$ cat src/rtl/lps_rc_pkg.sv
package lps_rc_pkg;
  typedef enum logic [1:0] {
    ST_NORMAL = 2'd0,
    ST_WIND   = 2'd1,
    ST_RESET  = 2'd2,
    ST_INIT   = 2'd3
  } rc_state_e;

  function automatic int max3(input int a, input int b, input int c);
    int m;
    m = (a > b) ? a : b;
    return (m > c) ? m : c;
  endfunction
endpackage

$ cat src/rtl/lps_sync.sv
module lps_sync #(
  parameter int STAGES = 2
) (
  input  logic clk_i,
  input  logic rst_ni,
  input  logic d_i,
  output logic q_o
);
  logic [STAGES-1:0] ff_q;

  always_ff @(posedge clk_i or negedge rst_ni) begin
    if (!rst_ni) ff_q <= '0;
    else         ff_q <= {ff_q[STAGES-2:0], d_i};
  end

  assign q_o = ff_q[STAGES-1];
endmodule

$ cat src/rtl/lps_inact_cnt.sv
module lps_inact_cnt #(
  parameter int LIMIT = 32
) (
  input  logic clk_i,
  input  logic rst_ni,
  input  logic lps_s_i,
  output logic timeout_o
);
  localparam int CW = $clog2(LIMIT + 1);
  localparam logic [CW-1:0] LAST = CW'(LIMIT - 1);

  logic [CW-1:0] cnt_q;

  // any active sample restarts the window
  always_ff @(posedge clk_i or negedge rst_ni) begin
    if (!rst_ni)           cnt_q <= '0;
    else if (lps_s_i)      cnt_q <= '0;
    else if (cnt_q != LAST) cnt_q <= cnt_q + 1'b1;
  end

  assign timeout_o = !lps_s_i && (cnt_q == LAST);
endmodule

$ cat src/rtl/lps_rc_fsm.sv
module lps_rc_fsm
  import lps_rc_pkg::*;
#(
  parameter int RESTORE_CYC = 64,
  parameter int INIT_CYC    = 8,
  parameter int WIND_CYC    = 1
) (
  input  logic      clk_i,
  input  logic      rst_ni,
  input  logic      lps_s_i,
  input  logic      iso_i,
  input  logic      timeout_i,
  output rc_state_e st_o,
  output logic      restore_met_o,
  output logic      drive_o,
  output logic      pass_o,
  output logic      if_reset_o,
  output logic      viol_o
);
  localparam int MAXC = max3(RESTORE_CYC, INIT_CYC, WIND_CYC);
  localparam int PW   = $clog2(MAXC + 1);
  localparam logic [PW-1:0] RST_END  = PW'(RESTORE_CYC);
  localparam logic [PW-1:0] INIT_END = PW'(INIT_CYC - 1);
  localparam logic [PW-1:0] WIND_END = PW'(WIND_CYC - 1);

  rc_state_e     st_q, st_d;
  logic [PW-1:0] cnt_q, cnt_d;
  logic          viol_q, viol_d;
  logic          met;

  assign met = (st_q == ST_RESET) && (cnt_q == RST_END);

  always_comb begin
    st_d   = st_q;
    cnt_d  = cnt_q;
    viol_d = viol_q;
    unique case (st_q)
      ST_NORMAL: begin
        if (timeout_i && !iso_i) begin
          st_d  = ST_WIND;
          cnt_d = '0;
        end
      end
      ST_WIND: begin
        if (cnt_q == WIND_END) begin
          st_d  = ST_RESET;
          cnt_d = '0;
        end else begin
          cnt_d = cnt_q + 1'b1;
        end
      end
      ST_RESET: begin
        if (lps_s_i && met) begin
          st_d  = ST_INIT;
          cnt_d = '0;
        end else begin
          if (lps_s_i) viol_d = 1'b1;
          if (!met)    cnt_d  = cnt_q + 1'b1;
        end
      end
      ST_INIT: begin
        if (timeout_i) begin
          st_d  = ST_WIND;
          cnt_d = '0;
        end else if (cnt_q == INIT_END) begin
          st_d  = ST_NORMAL;
          cnt_d = '0;
        end else begin
          cnt_d = cnt_q + 1'b1;
        end
      end
      default: st_d = ST_RESET;
    endcase
  end

  // power-up lands in reset with the restore interval already satisfied
  always_ff @(posedge clk_i or negedge rst_ni) begin
    if (!rst_ni) begin
      st_q   <= ST_RESET;
      cnt_q  <= RST_END;
      viol_q <= 1'b0;
    end else begin
      st_q   <= st_d;
      cnt_q  <= cnt_d;
      viol_q <= viol_d;
    end
  end

  assign st_o          = st_q;
  assign restore_met_o = met;
  assign drive_o       = (st_q != ST_RESET);
  assign pass_o        = (st_q == ST_NORMAL);
  assign if_reset_o    = (st_q == ST_RESET);
  assign viol_o        = viol_q;
endmodule

$ cat src/rtl/lps_lane_drv.sv
module lps_lane_drv #(
  parameter int W = 8
) (
  input  logic         drive_i,
  input  logic         pass_i,
  input  logic         vld_i,
  input  logic [W-1:0] val_i,
  output logic [W-1:0] out_o,
  output logic         oe_o
);
  for (genvar i = 0; i < W; i++) begin : g_bit
    assign out_o[i] = pass_i & vld_i & val_i[i];
  end

  assign oe_o = drive_i;
endmodule

$ cat src/rtl/lps_reset_ctrl.sv
module lps_reset_ctrl
  import lps_rc_pkg::*;
#(
  parameter int CTL_W         = 2,
  parameter int DATA_W        = 8,
  parameter int LPS_RESET_CYC = 32,
  parameter int RESTORE_CYC   = 64,
  parameter int INIT_CYC      = 8,
  parameter int WIND_CYC      = 1
) (
  input  logic              clk_i,
  input  logic              rst_ni,
  input  logic              lps_i,
  input  logic              iso_i,
  input  logic [CTL_W-1:0]  ctl_val_i,
  input  logic              ctl_vld_i,
  input  logic [DATA_W-1:0] data_val_i,
  input  logic              data_vld_i,
  output logic [CTL_W-1:0]  ctl_o,
  output logic              ctl_oe_o,
  output logic [DATA_W-1:0] data_o,
  output logic              data_oe_o,
  output logic              if_reset_o,
  output logic              restore_viol_o
);
  logic      lps_s;
  logic      timeout;
  rc_state_e st_q;
  logic      restore_met;
  logic      drive, pass;

  lps_sync #(.STAGES(2)) u_sync (
    .clk_i (clk_i),
    .rst_ni(rst_ni),
    .d_i   (lps_i),
    .q_o   (lps_s)
  );

  lps_inact_cnt #(.LIMIT(LPS_RESET_CYC)) u_inact (
    .clk_i    (clk_i),
    .rst_ni   (rst_ni),
    .lps_s_i  (lps_s),
    .timeout_o(timeout)
  );

  lps_rc_fsm #(
    .RESTORE_CYC(RESTORE_CYC),
    .INIT_CYC   (INIT_CYC),
    .WIND_CYC   (WIND_CYC)
  ) u_fsm (
    .clk_i        (clk_i),
    .rst_ni       (rst_ni),
    .lps_s_i      (lps_s),
    .iso_i        (iso_i),
    .timeout_i    (timeout),
    .st_o         (st_q),
    .restore_met_o(restore_met),
    .drive_o      (drive),
    .pass_o       (pass),
    .if_reset_o   (if_reset_o),
    .viol_o       (restore_viol_o)
  );

  lps_lane_drv #(.W(CTL_W)) u_ctl_drv (
    .drive_i(drive),
    .pass_i (pass),
    .vld_i  (ctl_vld_i),
    .val_i  (ctl_val_i),
    .out_o  (ctl_o),
    .oe_o   (ctl_oe_o)
  );

  lps_lane_drv #(.W(DATA_W)) u_data_drv (
    .drive_i(drive),
    .pass_i (pass),
    .vld_i  (data_vld_i),
    .val_i  (data_val_i),
    .out_o  (data_o),
    .oe_o   (data_oe_o)
  );
endmodule

$ cat config.mk
export PLATFORM = sky130hd
export DESIGN_NAME = lps_reset_ctrl
export DESIGN_NICKNAME = d
export VERILOG_FILES = /design/src/rtl/lps_rc_pkg.sv /design/src/rtl/lps_sync.sv /design/src/rtl/lps_inact_cnt.sv /design/src/rtl/lps_rc_fsm.sv /design/src/rtl/lps_lane_drv.sv /design/src/rtl/lps_reset_ctrl.sv
export SDC_FILE = /design/constraint.sdc
export NUM_CORES = 1
export LEC_CHECK = 0
export BUFFER_PORTS_ARGS = -buffer_cell sky130_fd_sc_hd__buf_2
export CAP_MARGIN = 20
export CORE_MARGIN = 1
export CORE_UTILIZATION = 49
export CTS_BUF_LIST = sky130_fd_sc_hd__clkbuf_4
export DETAILED_ROUTE_END_ITERATION = 10
export GPL_TIMING_DRIVEN = 0
export PLACE_DENSITY = 0.78
export SKIP_LAST_GASP = 1
export SYNTH_ARGS = -nofsm -noshare
export SYNTH_HDL_FRONTEND = slang
export SYNTH_HIERARCHICAL = 1
export SYNTH_SLANG_ARGS = --single-unit
$ cat constraint.sdc
create_clock -name clk_i -period 2.2 [get_ports clk_i]
set_clock_uncertainty 0.2 [all_clocks]
set_input_delay 0.22 -clock clk_i [delete_from_list [all_inputs] [get_ports clk_i]]
set_output_delay 0.22 -clock clk_i [all_outputs]
set_load 0.05 [all_outputs]
## After elaboration in Yosys (flattened, before gate mapping)

Cells that the tools add are included.

- Latch bits: 0
- Logic and storage cells: 60
- Output and inout port bits: 14
- Memories kept: 0
- Register bits after elaboration: 18
- Input port bits: 16
- RAM bits: 0
- ROM bits: 0

- Bitwise operators: 13
- Magnitude comparators: 0
- Multiply operators: 0
- Add/sub/neg operators: 2
- Shift-type cells: 0
- Divide/modulo/power cells: 0
- Multiplexer cells: 15
- Reductions and logical operators: 12
- Equality and inequality tests: 13

Operator list:

| kind | number |
|---|---|
| $mux 7 | 6 |
| $pmux 7 s4 | 1 |
| $and 1x1->1 | 12 |
| $mux 6 | 2 |
| $mux 2 | 5 |
| $pmux 2 s4 | 1 |
| $add 7x1->7 const B | 1 |
| $eq 7x3->1 const B | 1 |
| $eq 7x7->1 const B | 1 |
| $logic_not 7->1 | 1 |
| $add 6x1->6 const B | 1 |
| $eq 6x5->1 const B | 1 |
| $ne 6x5->1 const B | 1 |
| $eq 2x2->1 const B | 2 |
| $logic_and 1x1->1 | 4 |
| $ne 2x1->1 const B | 2 |
| $ne 2x2->1 const B | 2 |
| $reduce_and 4->1 | 1 |
| $ne 3x1->1 const B | 1 |
| $ne 3x3->1 const B | 1 |
| $reduce_and 3->1 | 1 |
| $eq 2x1->1 const B | 1 |
| $logic_not 1->1 | 2 |
| $logic_not 2->1 | 1 |
| 3 further kinds | 3 |

## Longest topological paths before layout

Gate-level depths: netlist (run 1).

- Word-level depth: 5
- Depth in mapped cells: 8
- Mapped depth without buffers: 8

## By module

Netlist (run 1), hierarchy kept.

Modules (own cells, without submodules):

| module | area each (um2) | times used | cells an instance | seq. area each (um2) |
|---|---|---|---|---|
| lps_rc_fsm | 691.9 | 1 | 72 | 252.7 |
| lps_inact_cnt | 321.6 | 1 | 31 | 150.1 |
| lps_lane_drv at u_data_drv | 57.6 | 1 | 9 | 0.0 |
| lps_sync | 50.0 | 1 | 2 | 50.0 |
| lps_lane_drv at u_ctl_drv | 20.0 | 1 | 3 | 0.0 |

## Worst setup path before layout (run 1)

Ideal clock, no wire load.

- Path type: register -> register
- Start: reg u_inact.cnt_q[0]
- End: reg u_fsm.cnt_q[5]
- Setup slack: -0.165 ns
- Data required time: 1.876 ns
- Data arrival time: 2.041 ns
- Buffers on the path: 0
- Stages on the path, launching flop included: 9
- Period minus slack after synthesis: 2.365 ns
- Setup time: 0.124 ns
- Cells stage by stage: dfrtp_1 > ha_1 > nand2_1 > or3_4 > nor2_1 > inv_1 > o21ai_0 > o21ai_1 > a211o_1

- Word-level cells in the longest chain between the ends: 5
- Elaborated cells between the ends (all ways): 7
- Those cells by class: eq/ne: 2; mux: 2; reduce/logical: 3

Ends and longest elaborated chain:

| item | RTL line | RTL |
|---|---|---|
| start: declaration | lps_inact_cnt.sv:12 | `logic [CW-1:0] cnt_q;` |
| start signal: assignment | lps_inact_cnt.sv:18 | `else if (cnt_q != LAST) cnt_q <= cnt_q + 1'b1;` |
| $eq 6x5->1 * | lps_inact_cnt.sv:21 | `assign timeout_o = !lps_s_i && (cnt_q == LAST);` |
| $logic_and 1x1->1 * | lps_inact_cnt.sv:21 |  |
| via timeout | lps_reset_ctrl.sv:27 | `logic timeout;` |
| $logic_and 1x1->1 | lps_rc_fsm.sv:39 | `if (timeout_i && !iso_i) begin` |
| $ne 2x2->1 (no line) | - |  |
| $reduce_and 2->1 (no line) | - |  |
| end signal: assignment | lps_rc_fsm.sv:84 | `cnt_q <= cnt_d;` |
| end: declaration | lps_rc_fsm.sv:27 | `logic [PW-1:0] cnt_q, cnt_d;` |

The timed path passes the listed nets; every way through them passes the cells marked *.
A chain may end at the register's enable or synchronous reset.

## Worst setup path after layout (run 1)

- Start: reg u_inact.cnt_q[1]
- End: reg u_fsm.cnt_q[0]

The elaborated chain is that of the path after synthesis.

==> results of run 1 <==
## placed cells by master, fill, tap and decap left out, types with 2 or more instances in the layout
| cell | count |
|---|---|
| buf_2 | 30 |
| dfrtp_1 | 16 |
| and3_1 | 13 |
| buf_4 | 10 |
| inv_1 | 6 |
| nor2_1 | 4 |
| a31oi_1 | 4 |
| nand3_1 | 4 |
| nor3_1 | 4 |
| clkbuf_4 | 3 |
| nor2b_1 | 3 |
| nand2_1 | 3 |
| ha_1 | 3 |
| dlygate4sd3_1 | 2 |
| nor2b_2 | 2 |
| nand4_1 | 2 |
| nand4b_1 | 2 |
| o21ai_4 | 2 |
| nor4_1 | 2 |
| a211o_1 | 2 |
| a31o_2 | 2 |
| o31ai_1 | 2 |
| a22o_1 | 2 |
| mux2_2 | 2 |
| ha_4 | 2 |
| ha_2 | 2 |
| dfstp_2 | 2 |
| nand2b_1 | 2 |
| o21bai_1 | 2 |
## metal layers
layer / part of all wire, % / up-vias / wire length, um / GRT usage [%]
met5: 0 / - / 0 / 0
met4: 1.1 / 0 / 30 / 12.4
met3: 3.4 / 4 / 91 / 3.64
met2: 53 / 24 / 1420 / 38.4
met1: 43 / 514 / 1150 / 28.9
li1: - / 519 / - / -
## registers in the layout, summed over array words and instances (netlist names)
name and count:
u_sync/ff_q 2, u_inact/cnt_q 6, u_fsm/cnt_q 7, u_fsm/viol_o 1, u_fsm/st_o 2
## power breakdown
group | switching (uW) | total, uW | internal (uW) | leakage, uW
Combinational | 22.1 | 49.1 | 27.1 | 0.000546
Sequential | 8.31 | 345 | 337 | 0.000217
Clock | 89.5 | 153 | 63.5 | 0.0000138
Total | 120 | 547 | 428 | 0.000777
## worst max-delay path by stage
stage          depth (start not counted)        endpoint  slack, ps             start
2_1_floorplan                          8  u_fsm/cnt_q[5]         40  u_inact/cnt_q[0]
3_3_place_gp                           8  u_fsm/cnt_q[5]       -230  u_inact/cnt_q[0]
3_5_place_dp                           8  u_fsm/cnt_q[5]       -270  u_inact/cnt_q[0]
4_1_cts                                7  u_fsm/cnt_q[0]          6    u_fsm/cnt_q[0]
5_1_grt                                8  u_fsm/cnt_q[0]        -90  u_inact/cnt_q[1]
6_report                               8  u_fsm/cnt_q[0]         -9  u_inact/cnt_q[1]
## area by class of cell
class | count | area [um^2]
timing repair buffer | 39 | 225
buffer | 4 | 23.8
multi-input combinational | 88 | 752
sequential | 18 | 453
fill | 168 | 653
inverter | 7 | 26.3
tap | 28 | 35.0
clock buffer | 3 | 22.5
## repair_timing
item | in CTS | in global routing
resized for setup | 13 | 9
hold buffers | 2 | 0
pin swaps | 4 | 12
hold endpoints to repair | 19 | 0
buffers inserted | 3 | 5
setup endpoints to repair | 19 | 10
gates cloned | 1 | 0
## stage by stage
step	cells	TNS, ps	utilization, %	worst slack (ps)	hold WS (ps)
floorplan	116	0	-	42.1	-276
global placement	173	-1200	60.4	-232	-37.2
detailed placement	173	-1550	60.4	-270	-34.9
CTS	182	0	66.2	6.17	83.2
global route	187	-406	70.2	-91.2	94.9
finish	187	-12.5	70.2	-8.95	94.9
## tightest hold or removal path, delay by kind of cell
kind            cells  cell delay (ps)
compound gates      2              160
buf+inv             1              100
simple gates        1               90
==> reports/results.tsv, run 1 <==
metric	value	unit
status	finished with violations	
failing checks	setup timing	
worst slew pin tran	422	ps
FF-to-FF Start	u_inact/cnt_q[1]	
Setup-failing EPs final	2	
DP HPWL	1790	um
Hold Crit Class	in2reg	
Final Net Count	184	
Routed WL	2690	um
critical path required time	2170	ps
final period utilization	100	%
clock tree from TritonCTS	yes	
CP Capture Type	flop	
area delta synth->final	35.2	%
WP buf/inv	1	
arrival time worst endpoint	2180	ps
CTS Sinks	18	
Startpoint Class	flop	
layout cells sized above 1	45.3	%
H-tree level count	1	
Initial Util	51.9	%
Residual DRC	0	
slowest cell on the critical path	dfrtp_1	
Syn Area/Cell	9.80	um^2
hold path start	iso_i	
Reg clk slew, reported paths	90	ps
Diodes inserted	0	
DR vias	1061	
Reg2Reg Setup Slack	-9	ps
Total Power	547	uW
post-synthesis instance area	0.00114	mm^2
synthesized instance count	116	
Rel. slew slack	71.8	%
all-layer global routing usage	23.3	%
DRT iter0 DRCs	14	
Critical R2R Capture	u_fsm/cnt_q[0]	
root buffer cell	clkbuf_4	
Max IR drop VDD	0.000373	V
Fin. Hold Viols	0	
port bufs	29	
Die W	50.2	um
crit-path most repeated cell	o21ai_4	
PwrDens	356	mW/mm^2
Placed Instance Area	0.00132	mm^2
worst hold path endpoint	u_fsm/st_o[1]	
RePlAce Congestion	0.756	
RSZ-0062 raised after global routing	yes	
die height	50.2	um
pin count of the biggest net entering global routing	19	
max frequency	453	MHz
Pleak	0.000777	uW
router iterations before antenna repair	4	
worst path cell trace	ha_4, nand2_4, or3_4, nor2_4, inv_2, o21ai_4, o21ai_4, mux2_2	
hold-critical path depth	4	
Synth Warn #	6	
crit path kind	reg2reg	
vias in the first global route	1029	
vias per cell	5.67	
clk buf depth	2	
initial antenna violation count	0	
Ports	30	
final setup margin	-8.95	ps
grt total ovfl	0	
CTS Buf Count	3	
Final Max Slew Viols	0	
core footprint	0.00219	mm^2
Worst-Skew Late Latency	280	ps
first-pass GRT wire length	4330	um
Post-Syn Nets	139	
CP top delay family	simple AND/OR/NAND/NOR gates	
Row Count	17	
final instance area	0.00154	mm^2
worst-case reg-to-reg path depth	8	
Worst Path Max Fanout	6	
post-route minimum period	2210	ps
slowest stage delay, CP	400	ps
WL/cell	14.4	um
antenna viol nets, final	0	
die area	0.00252	mm^2
Max Cap Viol	0	
(Power assumes the default switching activity.)
==> run 2: changes to the inputs <==
--- a/config.mk
+++ b/config.mk
@@ -8,11 +8,10 @@
 export BUFFER_PORTS_ARGS = -buffer_cell sky130_fd_sc_hd__buf_2
 export CAP_MARGIN = 20
 export CORE_MARGIN = 1
-export CORE_UTILIZATION = 49
+export CORE_UTILIZATION = 35
 export CTS_BUF_LIST = sky130_fd_sc_hd__clkbuf_4
 export DETAILED_ROUTE_END_ITERATION = 10
 export GPL_TIMING_DRIVEN = 0
-export PLACE_DENSITY = 0.78
 export SKIP_LAST_GASP = 1
 export SYNTH_ARGS = -nofsm -noshare
 export SYNTH_HDL_FRONTEND = slang
==> run 2 against run 1 <==
  * Combinational power shrank 4.3%
  * Count of clock-buffer cells in the layout is the same
  * Final cell count grew 10%
  * Die area grew 38%
  * Critical path type unchanged
  * Sequential cell count is the same
  * Design area grew 1.5%
  * Largest power group unchanged
  * The run still ends with setup timing left
  * Utilization shrank 19 points
  * Global-route usage shrank 6.6 points
  * Worst setup slack gained 2.7 ps
  * Sequential power is essentially flat
==> reports/results.tsv, run 2 (synthesis gave the netlist of run 1 again) <==
metric	value	unit	change
status	finished with violations		unchanged
failing checks	setup timing		unchanged
core footprint	0.00308	mm^2	was 0.00219 mm^2
Final Max Slew Viols	0		unchanged
Reg clk slew, reported paths	110	ps	was 90 ps
worst path cell trace	ha_4, nand2_4, or3_4, nor2_4, nor2b_4, a22oi_4, buf_6, nor4_2, a211o_1		was ha_4, nand2_4, or3_4, nor2_4, inv_2, o21ai_4, o21ai_4, mux2_2
Rel. slew slack	72.3	%	was 71.8%
Worst Path Max Fanout	4		was 6
pre-CTS setup slack	-303	ps	was -270 ps
Max IR drop VDD	0.000328	V	was 0.000373 V
root buffer cell	clkbuf_4		unchanged
grt total ovfl	0		unchanged
Diodes inserted	0		unchanged
die area	0.00348	mm^2	was 0.00252 mm^2
port bufs	29		unchanged
die height	59.0	um	was 50.2 um
largest reg by FF count	u_fsm/cnt_q		unchanged
pin count of the biggest net entering global routing	19		unchanged
initial antenna violation count	0		unchanged
router iterations before antenna repair	4		unchanged
WL/cell	13.3	um	was 14.4 um
most common cell after layout, fill and taps aside	buf_2		unchanged
Ports	30		unchanged
Filler cells	300		was 168
Residual DRC	0		unchanged
critical path required time	2190	ps	was 2170 ps
H-tree level count	1		unchanged
first-pass GRT wire length	4370	um	was 4330 um
crit path kind	reg2reg		unchanged
CTS Sinks	18		unchanged
Pleak	0.000791	uW	was 0.000777 uW
clock share of power	30.7	%	was 28.0%
Final Net Count	186		was 184
Switching Share	24.1	%	was 21.9%
arrival time worst endpoint	2200	ps	was 2180 ps
DR vias	1054		was 1061
clock tree from TritonCTS	yes		unchanged
Comb power frac	8.3	%	was 9.0%
final setup margin	-6.28	ps	was -8.95 ps
PwrDens	362	mW/mm^2	was 356 mW/mm^2
switching pwr	136	uW	was 120 uW
RePlAce Congestion	0.817		was 0.756
Die W	59.0	um	was 50.2 um
Largest register FFs	7		unchanged
Int Pwr	429	uW	was 428 uW
RSZ-0062 raised after global routing	yes		unchanged
antenna viol nets, final	0		unchanged
DRT iter0 DRCs	31		was 14
Fin. Hold Viols	0		unchanged
area delta synth->final	37.3	%	was 35.2%
final period utilization	100	%	about the same
Hold Crit Class	in2reg		unchanged
max frequency	453	MHz	about the same
post-route minimum period	2210	ps	about the same
Total Power	565	uW	was 547 uW
CP Capture Type	flop		unchanged
all-layer global routing usage	16.6	%	was 23.3%
clk buf depth	2		unchanged
worst slew pin tran	416	ps	was 422 ps
Seq pwr share	61.0	%	was 63.1%
Row Count	20		was 17
vias per cell	5.12		was 5.67
Initial Util	37.0	%	was 51.9%
vias in the first global route	978		was 1029
Routed WL	2750	um	was 2690 um
Startpoint Class	flop		unchanged
most frequent cells in the layout	buf_2 (30), dfrtp_1 (16), and3_1 (13)		unchanged
slowest cell on the critical path	dfrtp_1		unchanged
Worst-Skew Late Latency	300	ps	was 280 ps
biggest regs	u_fsm/cnt_q: 7 flops, u_inact/cnt_q: 6 flops		unchanged
layout cells sized above 1	43.8	%	was 45.3%
CTS Buf Count	3		unchanged
DP HPWL	1830	um	was 1790 um
Setup-failing EPs final	1		was 2
Max Cap Viol	0		unchanged
slowest stage delay, CP	410	ps	was 400 ps
[run 2: worst paths after layout]
path	slack [ps]	from	endpoint	cells after the start
min in group asynchronous	170	rst_ni	u_fsm/cnt_q[1]	2
min	140	iso_i	u_fsm/cnt_q[2]	4
max in group asynchronous	1300	rst_ni	u_fsm/st_o[1]	2
max	-6	u_inact/cnt_q[0]	u_fsm/cnt_q[5]	9
min reg2reg	160	u_sync/ff_q[0]	u_sync/ff_q[1]	0
max reg2reg	-6	u_inact/cnt_q[0]	u_fsm/cnt_q[5]	9
[run 2: worst max-delay path, delay by kind of cell (launching register included)]
family	cells	cell delay, ps
and+or+nand+nor	5	690
AOI/OAI and AO/OA	2	500
DFF	1	410
adders and majority gates	1	160
buffers and inverters	1	140
[run 2: power groups by stage]
stage / Clock (uW) / Sequential, uW / Combinational (uW)
3_5_place_dp: 0 / 349 / 35.0
5_1_grt: 198 / 345 / 52.6
6_report: 173 / 345 / 47.0
4_1_cts: 183 / 344 / 47.1
2_1_floorplan: 0 / 347 / 12.0
3_3_place_gp: 0 / 349 / 32.9
[run 2: metrics by stage]
stage               utilization (%)  hold slack [ps]  std cells  area [um^2]  setup TNS, ps
floorplan                         -             -276        116         1140              0
finish                         50.7              138        206         1560          -6.28
global placement               43.7            -27.9        189         1340          -1010
global route                   50.7              159        206         1560           -676
CTS                            49.0              136        204         1510          -11.7
detailed placement             43.7            -19.3        189         1340          -1650
[run 2: what timing repair did]
action | 4_1_cts | 5_1_grt
hold buffers | 2 | 0
buffers inserted | 9 | 2
pin swaps | 4 | 4
gates resized for setup | 13 | 11
setup endpoints to repair | 19 | 17
hold endpoints to repair | 19 | 0
cloned | 0 | 0
[run 2: area by class of cell]
cell class	instances	area [um^2]	share of cell area (%)
well taps	44	55.1	3.53
clock buffers	3	22.5	1.44
repair buffers	42	259	16.6
flip-flops and latches	18	453	29.0
plain buffers	4	23.8	1.52
inverters	7	26.3	1.68
clock inverters	1	3.75	0.240
multi-input cells	87	718	46.0
[run 2: metal layers]
layer	global-route usage, %	part of all wire [%]	up-vias
li1	-	-	525
met1	21.7	46	506
met2	28.1	51	21
met3	4.59	2.7	2
met4	2.72	0.36	0
met5	0	0	-
==> run 3: changes to the inputs <==
--- a/config.mk
+++ b/config.mk
@@ -7,7 +7,7 @@
 export LEC_CHECK = 0
 export BUFFER_PORTS_ARGS = -buffer_cell sky130_fd_sc_hd__buf_2
 export CAP_MARGIN = 20
-export CORE_MARGIN = 1
+export CORE_MARGIN = 4
 export CORE_UTILIZATION = 35
 export CTS_BUF_LIST = sky130_fd_sc_hd__clkbuf_4
 export DETAILED_ROUTE_END_ITERATION = 10
==> constraint.sdc (replaced) <==
create_clock -name clk_i -period 2.3 [get_ports clk_i]
set_clock_uncertainty 0.2 [all_clocks]
set_input_delay 0.23 -clock clk_i [delete_from_list [all_inputs] [get_ports clk_i]]
set_output_delay 0.23 -clock clk_i [all_outputs]
set_load 0.05 [all_outputs]
==> run 3 against run 2 <==
  * The run now ends clean
  * Design area is 4.9% lower
  * Hold slack got worse by 43 ps
  * Count of clock-buffer cells in the layout unchanged
  * Register-to-register slack better by 40 ps
  * Wire length decreased by 3.3%
  * Largest power group unchanged
  * Die area is 21% higher
  * Sequential power is 4% lower
  * Combinational power shrank 8.1%
  * Sequential cell count unchanged
  * Critical path depth unchanged
  * Global-route usage shrank 3.7 points
==> reports/results.tsv, run 3 (synthesis gave the netlist of run 1 again) <==
metric	value	unit	change
all-layer global routing usage	12.9	%	was 16.6%
Worst Path Max Fanout	7		was 4
arrival time worst endpoint	2250	ps	was 2200 ps
crit path kind	reg2reg		unchanged
max frequency	442	MHz	was 453 MHz
pin count of the biggest net entering global routing	19		unchanged
Fin Hold WS	95.3	ps	was 138 ps
port bufs	29		unchanged
clock tree from TritonCTS	yes		unchanged
multi-input logic area	687	um^2	was 718 um^2
Rel. slew slack	71.1	%	was 72.3%
Residual DRC	0		unchanged
Pleak	0.000748	uW	was 0.000791 uW
Filler cells	320		was 300
post-route minimum period	2260	ps	was 2210 ps
Worst-Skew Late Latency	290	ps	was 300 ps
Max Cap Viol	0		unchanged
Reg2Reg Setup Slack	40	ps	was -6 ps
Diodes inserted	0		unchanged
most common cell after layout, fill and taps aside	buf_2		unchanged
Startpoint Class	flop		unchanged
Initial Util	37.0	%	unchanged
Ports	30		unchanged
DR vias	1036		was 1054
CTS Sinks	18		unchanged
area delta synth->final	30.6	%	was 37.3%
Placed Instance Area	0.00134	mm^2	about the same
Max IR drop VDD	0.000235	V	was 0.000328 V
final instance area	0.00149	mm^2	was 0.00156 mm^2
vias in the first global route	942		was 978
die area	0.00423	mm^2	was 0.00348 mm^2
root buffer cell	clkbuf_4		unchanged
router iterations before antenna repair	4		unchanged
Final Core Density	48.3	%	was 50.7%
pre-CTS setup slack	-288	ps	was -303 ps
layout cells sized above 1	40.1	%	was 43.8%
biggest regs	u_fsm/cnt_q: 7 flops, u_inact/cnt_q: 6 flops		unchanged
status	complete, no violations		was finished with violations
Setup-failing EPs final	0		was 1
first-pass GRT wire length	4300	um	was 4370 um
most frequent cells in the layout	buf_2 (30), dfrtp_1 (16), and3_1 (13)		unchanged
WL/cell	13.2	um	was 13.3 um
DP HPWL	1940	um	was 1830 um
antenna viol nets, final	0		unchanged
Die W	65.0	um	was 59.0 um
CTS Buf Count	3		unchanged
Final Max Slew Viols	0		unchanged
Hold Crit Class	in2reg		unchanged
Row Count	20		unchanged
clk buf depth	2		unchanged
Routed WL	2660	um	was 2750 um
Final Net Count	181		was 186
RSZ-0062 raised after global routing	yes		unchanged
final period utilization	98.4	%	was 100%
vias per cell	5.15		was 5.12
DRT iter0 DRCs	54		was 31
initial antenna violation count	0		unchanged
die height	65.0	um	was 59.0 um
critical path required time	2290	ps	was 2190 ps
Fin. Hold Viols	0		unchanged
H-tree level count	1		unchanged
core footprint	0.00308	mm^2	unchanged
RePlAce Congestion	0.747		was 0.817
Reg clk slew, reported paths	100	ps	was 110 ps
Largest register FFs	7		unchanged
register area	453	um^2	unchanged
PwrDens	357	mW/mm^2	was 362 mW/mm^2
final setup margin	37.4	ps	was -6.28 ps
largest reg by FF count	u_fsm/cnt_q		unchanged
worst slew pin tran	433	ps	was 416 ps
grt total ovfl	0		unchanged
CP Capture Type	flop		unchanged
-- run 3: changes by cell type in the layout (fill, tap and decap cells not counted), sizes merged --
| cell | change |
|---|---|
| buf | -6 |
| clkbuf | +1 |
-- run 3: report_power, final --
group | switching (uW) | leakage (uW) | internal (uW)
sequential | 7.27 | 0.000217 | 322
clock | 94.5 | 0.0000154 | 63.0
combinational | 19.9 | 0.000516 | 23.3
-- run 3: layer usage --
layer	track usage, %	share of wire (%)	wire length (um)	up-vias
met5	0	0	0	-
met3	3.12	3.6	97	2
met2	23.1	53	1400	17
met4	1.58	0.64	17	0
li1	-	-	-	513
met1	16.0	43	1140	504
-- run 3: final timing paths --
| path | to | depth (start not counted) | startpoint |
|---|---|---|---|
| max | u_fsm/st_o[0] | 9 | u_inact/cnt_q[0] |
| min | u_fsm/st_o[1] | 4 | iso_i |
| max reg2reg | u_fsm/st_o[0] | 9 | u_inact/cnt_q[0] |
| min reg2reg | u_sync/ff_q[1] | 0 | u_sync/ff_q[0] |
| max in group asynchronous | u_fsm/st_o[1] | 2 | rst_ni |
| min in group asynchronous | u_inact/cnt_q[4] | 2 | rst_ni |
-- run 3: final cells by class --
type / instances / share of cell area (%)
Multi-Input combinational cell: 87 / 46.3
Sequential cell: 18 / 30.5
Timing Repair Buffer: 37 / 14.4
Tap cell: 44 / 3.71
Inverter: 7 / 1.77
Buffer: 4 / 1.60
Clock buffer: 3 / 1.52
Clock inverter: 1 / 0.253
-- run 3: worst max-delay path, cell delays in order, from the launching register on --
cell     delay (ps)
dfrtp_1         420
ha_4            170
nand2_2          70
or3_4           390
nor2_4          100
nor2b_1         100
a22oi_4         250
buf_4           180
a31oi_1          70
o22a_1          200
-- run 3: per-stage QoR --
step / TNS [ps] / cells / total power, uW
after floorplan: 0 / 116 / 344
after global placement: -1310 / 189 / 365
after detailed placement: -1270 / 189 / 367
after CTS: -10.8 / 197 / 532
after global routing: -119 / 201 / 564
final: 0 / 201 / 530
-- run 3: what timing repair did --
action,CTS,global route
gates resized for setup,6,8
hold buffers,2,0
endpoints found under the hold margin,19,0
setup endpoints to repair,9,18
buffers inserted,2,4
pin swaps,2,4
